$ cat src/rtl/cmp_timer.sv
module cmp_timer (
  input  logic        clk,
  input  logic        rst_n,
  input  logic        tick_slow,
  input  logic        tick_fast,
  input  logic        wr_en,
  input  logic [2:0]  addr,
  input  logic [15:0] wdata,
  output logic [15:0] rdata,
  input  logic [1:0]  irq_mask,
  input  logic [1:0]  nmi_mask,
  output logic        irq,
  output logic        nmi,
  output logic        sys_rst,
  output logic [1:0]  cmp_out
);
  localparam int PW = 15;

  function automatic logic hit(input logic [1:0] m, input logic [15:0] c, input logic [15:0] v);
    case (m)
      2'd1, 2'd3: hit = (v == c);
      2'd2:       hit = (v >= c);
      default:    hit = 1'b0;
    endcase
  endfunction

  logic [15:0]   c1, c2, cnt;
  logic [PW-1:0] pre;
  logic [3:0]    div;
  logic [1:0]    m1, m2, flg;
  logic          clksel, rev, stop_en, locked, run, rst_en;

  wire wr_c1  = wr_en && addr[2:1] == 2'd0;
  wire wr_c2  = wr_en && addr[2:1] == 2'd1;
  wire wr_cnt = wr_en && addr[2:1] == 2'd2;
  wire wr_su  = wr_en && addr[2:1] == 2'd3;
  wire unused_bits = ^{addr[0], wdata[12], wdata[10]};

  wire [15:0]   pfull = (16'd1 << div) - 16'd1;
  wire [PW-1:0] pmask = pfull[PW-1:0];
  wire tick   = clksel ? tick_fast : tick_slow;
  wire halt   = stop_en & flg[1];
  wire step   = run & tick & ~halt;
  wire adv    = step && (pre == pmask);
  wire h1     = adv & hit(m1, c1, cnt);
  wire h2     = adv & hit(m2, c2, cnt);
  wire reload = (h1 && m1 == 2'd3) || (h2 && m2 == 2'd3);
  wire [1:0] clr = wr_su ? wdata[14:13] : 2'b00;

  always_ff @(posedge clk or negedge rst_n) begin
    if (!rst_n) begin
      c1 <= '0; c2 <= '0; cnt <= '0; pre <= '0;
      div <= '0; m1 <= '0; m2 <= '0; flg <= '0;
      clksel <= 1'b0; rev <= 1'b0; stop_en <= 1'b0;
      locked <= 1'b0; run <= 1'b0; rst_en <= 1'b0;
    end else begin
      if (wr_c1) c1 <= wdata;
      if (wr_c2) begin
        c2     <= wdata;
        rst_en <= |wdata;
      end
      if (wr_cnt) begin
        cnt <= wdata;
        pre <= '0;
      end else if (step) begin
        if (adv) begin
          pre <= '0;
          cnt <= reload ? 16'd0 : cnt + 16'd1;
        end else begin
          pre <= pre + 1'b1;
        end
      end
      if (wr_su) begin
        run     <= wdata[15];
        stop_en <= wdata[11];
        rev     <= wdata[5];
        locked  <= 1'b1;
        if (!locked) begin
          m2     <= wdata[9:8];
          m1     <= wdata[7:6];
          clksel <= wdata[4];
          div    <= wdata[3:0];
        end
      end
      flg <= (flg & ~clr) | {h2, h1};
    end
  end

  always_comb begin
    case (addr[2:1])
      2'd0:    rdata = c1;
      2'd1:    rdata = c2;
      2'd2:    rdata = cnt;
      default: rdata = {run, flg, locked, stop_en, 1'b0, m2, m1, rev, clksel, div};
    endcase
  end

  assign irq     = |(flg & irq_mask);
  assign nmi     = |(flg & nmi_mask);
  assign sys_rst = flg[1] & rst_en;
  assign cmp_out = flg ^ {2{rev}};
endmodule

$ cat config.mk
export PLATFORM = sky130hd
export DESIGN_NAME = cmp_timer
export DESIGN_NICKNAME = d
export VERILOG_FILES = /design/src/rtl/cmp_timer.sv
export SDC_FILE = /design/constraint.sdc
export NUM_CORES = 1
export LEC_CHECK = 0
export ABC_AREA = 1
export BUFFER_PORTS_ARGS = -buffer_cell sky130_fd_sc_hd__buf_2
export CORE_ASPECT_RATIO = 2
export CORE_MARGIN = 2
export CORE_UTILIZATION = 45
export CTS_CLUSTER_SIZE = 40
export DETAILED_ROUTE_END_ITERATION = 8
export PLACE_DENSITY = 0.62
export SYNTH_ARGS = -nofsm -noshare
export SYNTH_HDL_FRONTEND = slang
export SYNTH_SLANG_ARGS = --single-unit
$ cat constraint.sdc
create_clock -name clk -period 2.82 [get_ports clk]
set_input_delay 0.282 -clock clk [delete_from_list [all_inputs] [get_ports clk]]
set_output_delay 0.282 -clock clk [all_outputs]
set_load 0.1 [all_outputs]
==> results.yml, run 1 <==
synthesis:
  yosysSeqAreaShare_pct: 35.4
  syn-num-nets: 839
  synth_area_um2: 5590
  synth_top_family_by_area: "simple AND/OR/NAND/NOR gates"
  synthDominantCellAreaShare_pct: 35.4
  synthSimpleGateAreaFrac_pct: 27.8
  async_reset_ff_share_pct: 100
  synth-xor-area-share_pct: 2.66
  synthAdderAreaFrac_pct: 7.84
  synth_edf_count: 0
  postSynthCellCount: 776
  synth_seq_cells: 79
  netlist.top_cell.by_area: "dfrtp_1"
  ys.flop_type: "dfrtp_1"
  synth_area_leaders: "dfrtp_1, nand2_1, inv_1"
  synth_warnings: 0
  synthMuxAreaShare_pct: 0
  synth_compound_area_share_pct: 14.6
  synth_cell_types: 40
  avgSynthCellArea_um2: 7.20
critical_path:
  worstSetupPathType: "register to register"
  arrival_ns: 2.82
  critPathMaxFanout: 16
  start_kind: "register"
  critPathCaptureType: "register"
  crit_required_ns: 3.05
clock_tree:
  cts_tree: "done"
  cts_root_buffer: "clkbuf_16"
  hold_buffers: 0
  post_cts_buffers: 0
  cts_buffer_depth: 2
  cts.sinks: 79
  ctsHtreeMaxLevel: 3
  cts_resized: 0
  numCtsBuffers: 9
  clk_pin_slew_worst_paths_ns: 0.07
  clock_latency_ns: 0.35
placement:
  dpl.hpwl_mm: 13.5
  gp_congestion: 0.961
  placed_area_um2: 6030
  io_buffers: 47
floorplanning:
  dieHeight_um: 162
  rows: 57
  core_area_um2: 12100
  io_pins: 49
  die_x_um: 82.8
  dieArea_um2: 13400
  start_util_pct: 46.1
layout:
  final_util_pct: 52.4
  nNetsFinal: 893
  seq_area_um2: 1980
  fillers: 1234
  diodes: 0
  drive_gt1_share_pct: 13.4
  syn2layout_area_growth_pct: 13.6
  multiInputGateArea_um2: 2960
  fin_area_um2: 6350
global_route:
  grt_overflow: 0
  antenna_found_initial: 0
  grt_pass1_vias: 5508
  grt_max_degree: 80
  grt_usage_pct: 27.3
  grt_pass1_wl_mm: 28.2
pwr:
  p_per_area_nw_per_um2: 800
  leakage_nw: 3.27
  peakVddDrop_v: 0.000440
timing:
  fmax_ghz: 0.385
  maxSlewHeadroom_pct: 27.4
  setup_viol: 0
  final-hold-violation-count: 0
  skew_ns: 0.00771
  slew_viol_final: 0
  rsz0062_at_grt: "no"
  fin_crit_ns: 2.60
  finalCritPeriodShare_pct: 92.0
  tightest_slew_ns: 1.09
route:
  antenna_left: 0
  drtIter0Drc: 324
  drt_pass1_iterations: 6
  route.detailed.drc: 0
  avgRoutedWirePerCell_um: 18.2
  via_count: 5400
  finalWirelength_mm: 17.8
  viasPerCell: 5.50
run_status:
  status: "finished, final reports clean"
min_path:
  holdCritPathClass: "primary input to asynchronous set/reset pin"
job:
  cap_violations: 0
-- metal layers --
layer / track usage [%] / routed length (um) / vias up
met5: 0 / 0 / -
li1: - / - / 2647
met3: 4.14 / 847 / 60
met4: 16.6 / 1090 / 0
met2: 51.4 / 9660 / 180
met1: 27.7 / 6260 / 2513
-- path summary, 6_finish.rpt --
kind | start | end | slack (ns) | depth (start not counted)
min | rst_n | pre[6] | 0.1 | 1
min in group clk | wdata[2] | c2[2] | 0.16 | 3
max in group asynchronous | rst_n | c2[6] | 1.98 | 1
min reg2reg | locked | locked | 0.50 | 2
max reg2reg | div[1] | cnt[13] | 0.22 | 15
max | div[1] | cnt[13] | 0.22 | 15
-- power by group --
part,leakage (nW),switching [W],internal [W]
clock network,0.152,0.000511,0.000777
registers,1.01,0.000257,0.00135
logic,2.11,0.00150,0.000683
total,3.27,0.00227,0.00281
-- area by class of cell --
cell class	count	area share [%]
Inverter	139	8.26
Clock inverter	7	1.54
Multi-Input combinational cell	536	46.6
Sequential cell	79	31.1
Clock buffer	9	3.55
Timing Repair Buffer	65	6.07
Tap cell	147	2.90
-- logic make-up after synthesis --
| logic type | Yosys count |
|---|---|
| compound gates | 146 |
| xor+xnor | 17 |
| fa+ha+maj | 35 |
| buf+inv | 161 |
| flops | 79 |
| simple gates | 338 |
-- synth_stat cells, types with 2 or more instances --
master / n
nand2_1: 195
inv_1: 130
dfrtp_1: 79
o21ai_0: 67
nor2_1: 40
ha_1: 35
a21oi_1: 33
nand3_1: 32
o22ai_1: 31
nand4_1: 24
nor3_1: 19
xor2_1: 17
clkbuf_1: 10
inv_2: 8
nor2_2: 7
buf_6: 6
nor4_1: 6
nor2_4: 4
buf_2: 3
nand3_4: 3
a221o_1: 2
a22o_1: 2
buf_1: 2
nand2_2: 2
o211ai_1: 2
o21a_1: 2
o21ai_1: 2
-- layout by cell type (no fill, tap or decap), types with 3 or more instances in the layout --
master and count:
a21oi_1 33, buf_2 46, buf_4 18, clkbuf_16 9, dfrtp_1 79, ha_1 35, inv_1 130, inv_2 8
nand2_1 195, nand3_1 32, nand3_4 3, nand4_1 24, nor2_1 39, nor2_2 8, nor2_4 4, nor3_1 19
nor4_1 6, o21ai_0 66, o21ai_1 3, o22ai_1 31, xor2_1 17
-- stage by stage --
step	power (W)	cells	setup slack [ns]	hold WS [ns]	setup TNS (ns)
2_1_floorplan	0.00321	776	-0.112	-0.0136	-0.971
3_3_place_gp	0.00372	966	0.325	0.484	0
3_5_place_dp	0.00378	966	0.268	0.484	0
4_1_cts	0.00509	982	0.255	0.150	0
5_1_grt	0.00544	982	0.0247	0.171	0
6_report	0.00508	982	0.225	0.0985	0
-- registers in the layout, indices dropped and copies added (netlist names) --
register and count:
c2 16, cnt 16, div 4, stop_en 1, rev 1, pre 15
rst_en 1, run 1, clksel 1, c1 16, flg 2, m2 2
m1 2, locked 1
-- worst max-delay path, cell delays in order, from the launching register on --
cell and delay [ns]:
dfrtp_1 0.46, nor2_4 0.22, nand2_1 0.09, ha_1 0.26
inv_1 0.12, nand2_1 0.07, nand2_1 0.07, nand3_1 0.06
nand2_1 0.12, nand2_1 0.07, nor2_2 0.12, nand3_4 0.13
nor2_4 0.18, nand4_4 0.27, nand4_1 0.17, nand2_1 0.07
Power figures use the tool's default switching activity.
==> run 2, diff against run 1 <==
Settings changed: SETUP_SLACK_MARGIN set to 0.5.
==> run 2 against run 1 <==
Against the previous run:
- sequential power barely moved
- worst hold slack improved by 0.038 ns
- cell count rose by 0.81%
- total power rose by 1.1%
- wire length rose by 0.59%
- largest power group unchanged
==> results.yml, run 2 (synthesis results as in run 1) <==
layout:
  drive_gt1_share_pct: 15.4
  diodes: 0
  final_cell_mix: "nand2_1, inv_1, dfrtp_1"
  reg.largest.list: "c1 x16, c2 x16, cnt x16"
  final_util_pct: 53.4
  final_common_cell: "nand2_1"
  syn2layout_area_growth_pct: 15.9
  fin_area_um2: 6480
  nNetsFinal: 901
global_route:
  grt_usage_pct: 27.3
  grt_max_degree: 80
  grt_overflow: 0
  grt_pass1_vias: 5635
  antenna_found_initial: 0
  grt_pass1_wl_mm: 28.6
clock_tree:
  clk_pin_slew_worst_paths_ns: 0.07
  clock_latency_ns: 0.34
  ctsHtreeMaxLevel: 3
  cts_tree: "done"
  cts_buffer_depth: 2
  cts_root_buffer: "clkbuf_16"
  cts.sinks: 79
  numCtsBuffers: 9
timing:
  fin_crit_ns: 2.35
  final-hold-violation-count: 0
  finalCritPeriodShare_pct: 83.3
  skew_ns: 0.00756
  maxSlewHeadroom_pct: 27.9
  slew_viol_final: 0
  tightest_slew_ns: 1.08
  rsz0062_at_grt: "yes"
  setup_viol: 0
  fmax_ghz: 0.426
pwr:
  peakVddDrop_v: 0.000628
  leakage_nw: 3.31
  p_per_area_nw_per_um2: 792
  p_total_w: 0.00513
floorplanning:
  io_pins: 49
  dieArea_um2: 13400
  rows: 57
  dieHeight_um: 162
  die_x_um: 82.8
  core_area_um2: 12100
  start_util_pct: 46.1
route:
  finalWirelength_mm: 18.0
  topRoutingLayerUsed: "met4"
  via_count: 5490
  wl_met3_um: 764
  dr_wl_met2_mm: 9.85
  route.detailed.drc: 0
  drt_pass1_iterations: 5
  drt-met1-wl_mm: 6.35
  antenna_left: 0
  drtIter0Drc: 399
  avgRoutedWirePerCell_um: 18.1
  viasPerCell: 5.55
critical_path:
  crit_required_ns: 3.05
  worstSetupPathType: "register to register"
  arrival_ns: 2.58
  critPathMaxFanout: 19
  start_kind: "register"
  critPathCaptureType: "register"
run_status:
  status: "finished, final reports clean"
min_path:
  holdCritPathClass: "primary input to asynchronous set/reset pin"
placement:
  placed_area_um2: 6020
  gp_congestion: 0.934
  io_buffers: 47
  dpl.hpwl_mm: 13.2
job:
  cap_violations: 0
[run 2: routing by layer]
| layer | vias to the layer above | track usage, % |
|---|---|---|
| met5 | - | 0 |
| met4 | 0 | 15.4 |
| met3 | 54 | 3.58 |
| met2 | 176 | 51.5 |
| met1 | 2591 | 28.6 |
| li1 | 2669 | - |
[run 2: where the power goes]
part / internal (W) / switching (W) / total [W]
logic: 0.000688 / 0.00152 / 0.00220
registers: 0.00135 / 0.000269 / 0.00162
clock network: 0.000823 / 0.000490 / 0.00131
[run 2: through the flow]
step	setup slack, ns	instances	hold slack, ns	setup TNS [ns]
2_1_floorplan	-0.112	776	-0.0136	-0.971
3_3_place_gp	0.327	965	0.487	0
3_5_place_dp	0.224	965	0.491	0
4_1_cts	0.491	989	0.153	0
5_1_grt	0.312	990	0.162	0
6_report	0.470	990	0.136	0
[run 2: what timing repair did]
item / 4_1_cts / 5_1_grt
gates cloned: 1 / 0
setup endpoints to repair: 32 / 25
hold buffers: 0 / 0
gates resized for setup: 10 / 4
buffers inserted: 7 / 1
pin swaps: 4 / 3
[run 2: area by class of cell]
cell class / instances / area, um^2
Timing Repair Buffer: 72 / 449
Clock buffer: 11 / 253
Tap cell: 147 / 184
Sequential cell: 79 / 1980
Multi-Input combinational cell: 537 / 3010
Fill cell: 1211 / 5650
Clock inverter: 5 / 80.1
Inverter: 139 / 524
[run 2: worst paths after layout]
| check | start | endpoint | slack [ns] | depth (start not counted) |
|---|---|---|---|---|
| setup / recovery | div[2] | pre[0] | 0.47 | 15 |
| hold / removal | rst_n | pre[7] | 0.14 | 1 |
| setup reg to reg | div[2] | pre[0] | 0.47 | 15 |
| hold reg to reg | c1[1] | c1[1] | 0.51 | 2 |
| max in group asynchronous | rst_n | div[1] | 1.91 | 1 |
| min in group clk | wdata[13] | c2[13] | 0.16 | 3 |
[run 2: worst max-delay path, cell delays in order (launching register included)]
cell     delay (ns)
dfrtp_1        0.41
nor2_4         0.18
nand3_2        0.11
ha_4           0.19
inv_2          0.07
nand2_1        0.06
nand2_1        0.07
nand3_1        0.08
nand2_2        0.10
nand2_1        0.07
nor2_2         0.13
nand3_4        0.12
o21ai_2        0.22
buf_12         0.19
nor2_1         0.07
o21a_1         0.17
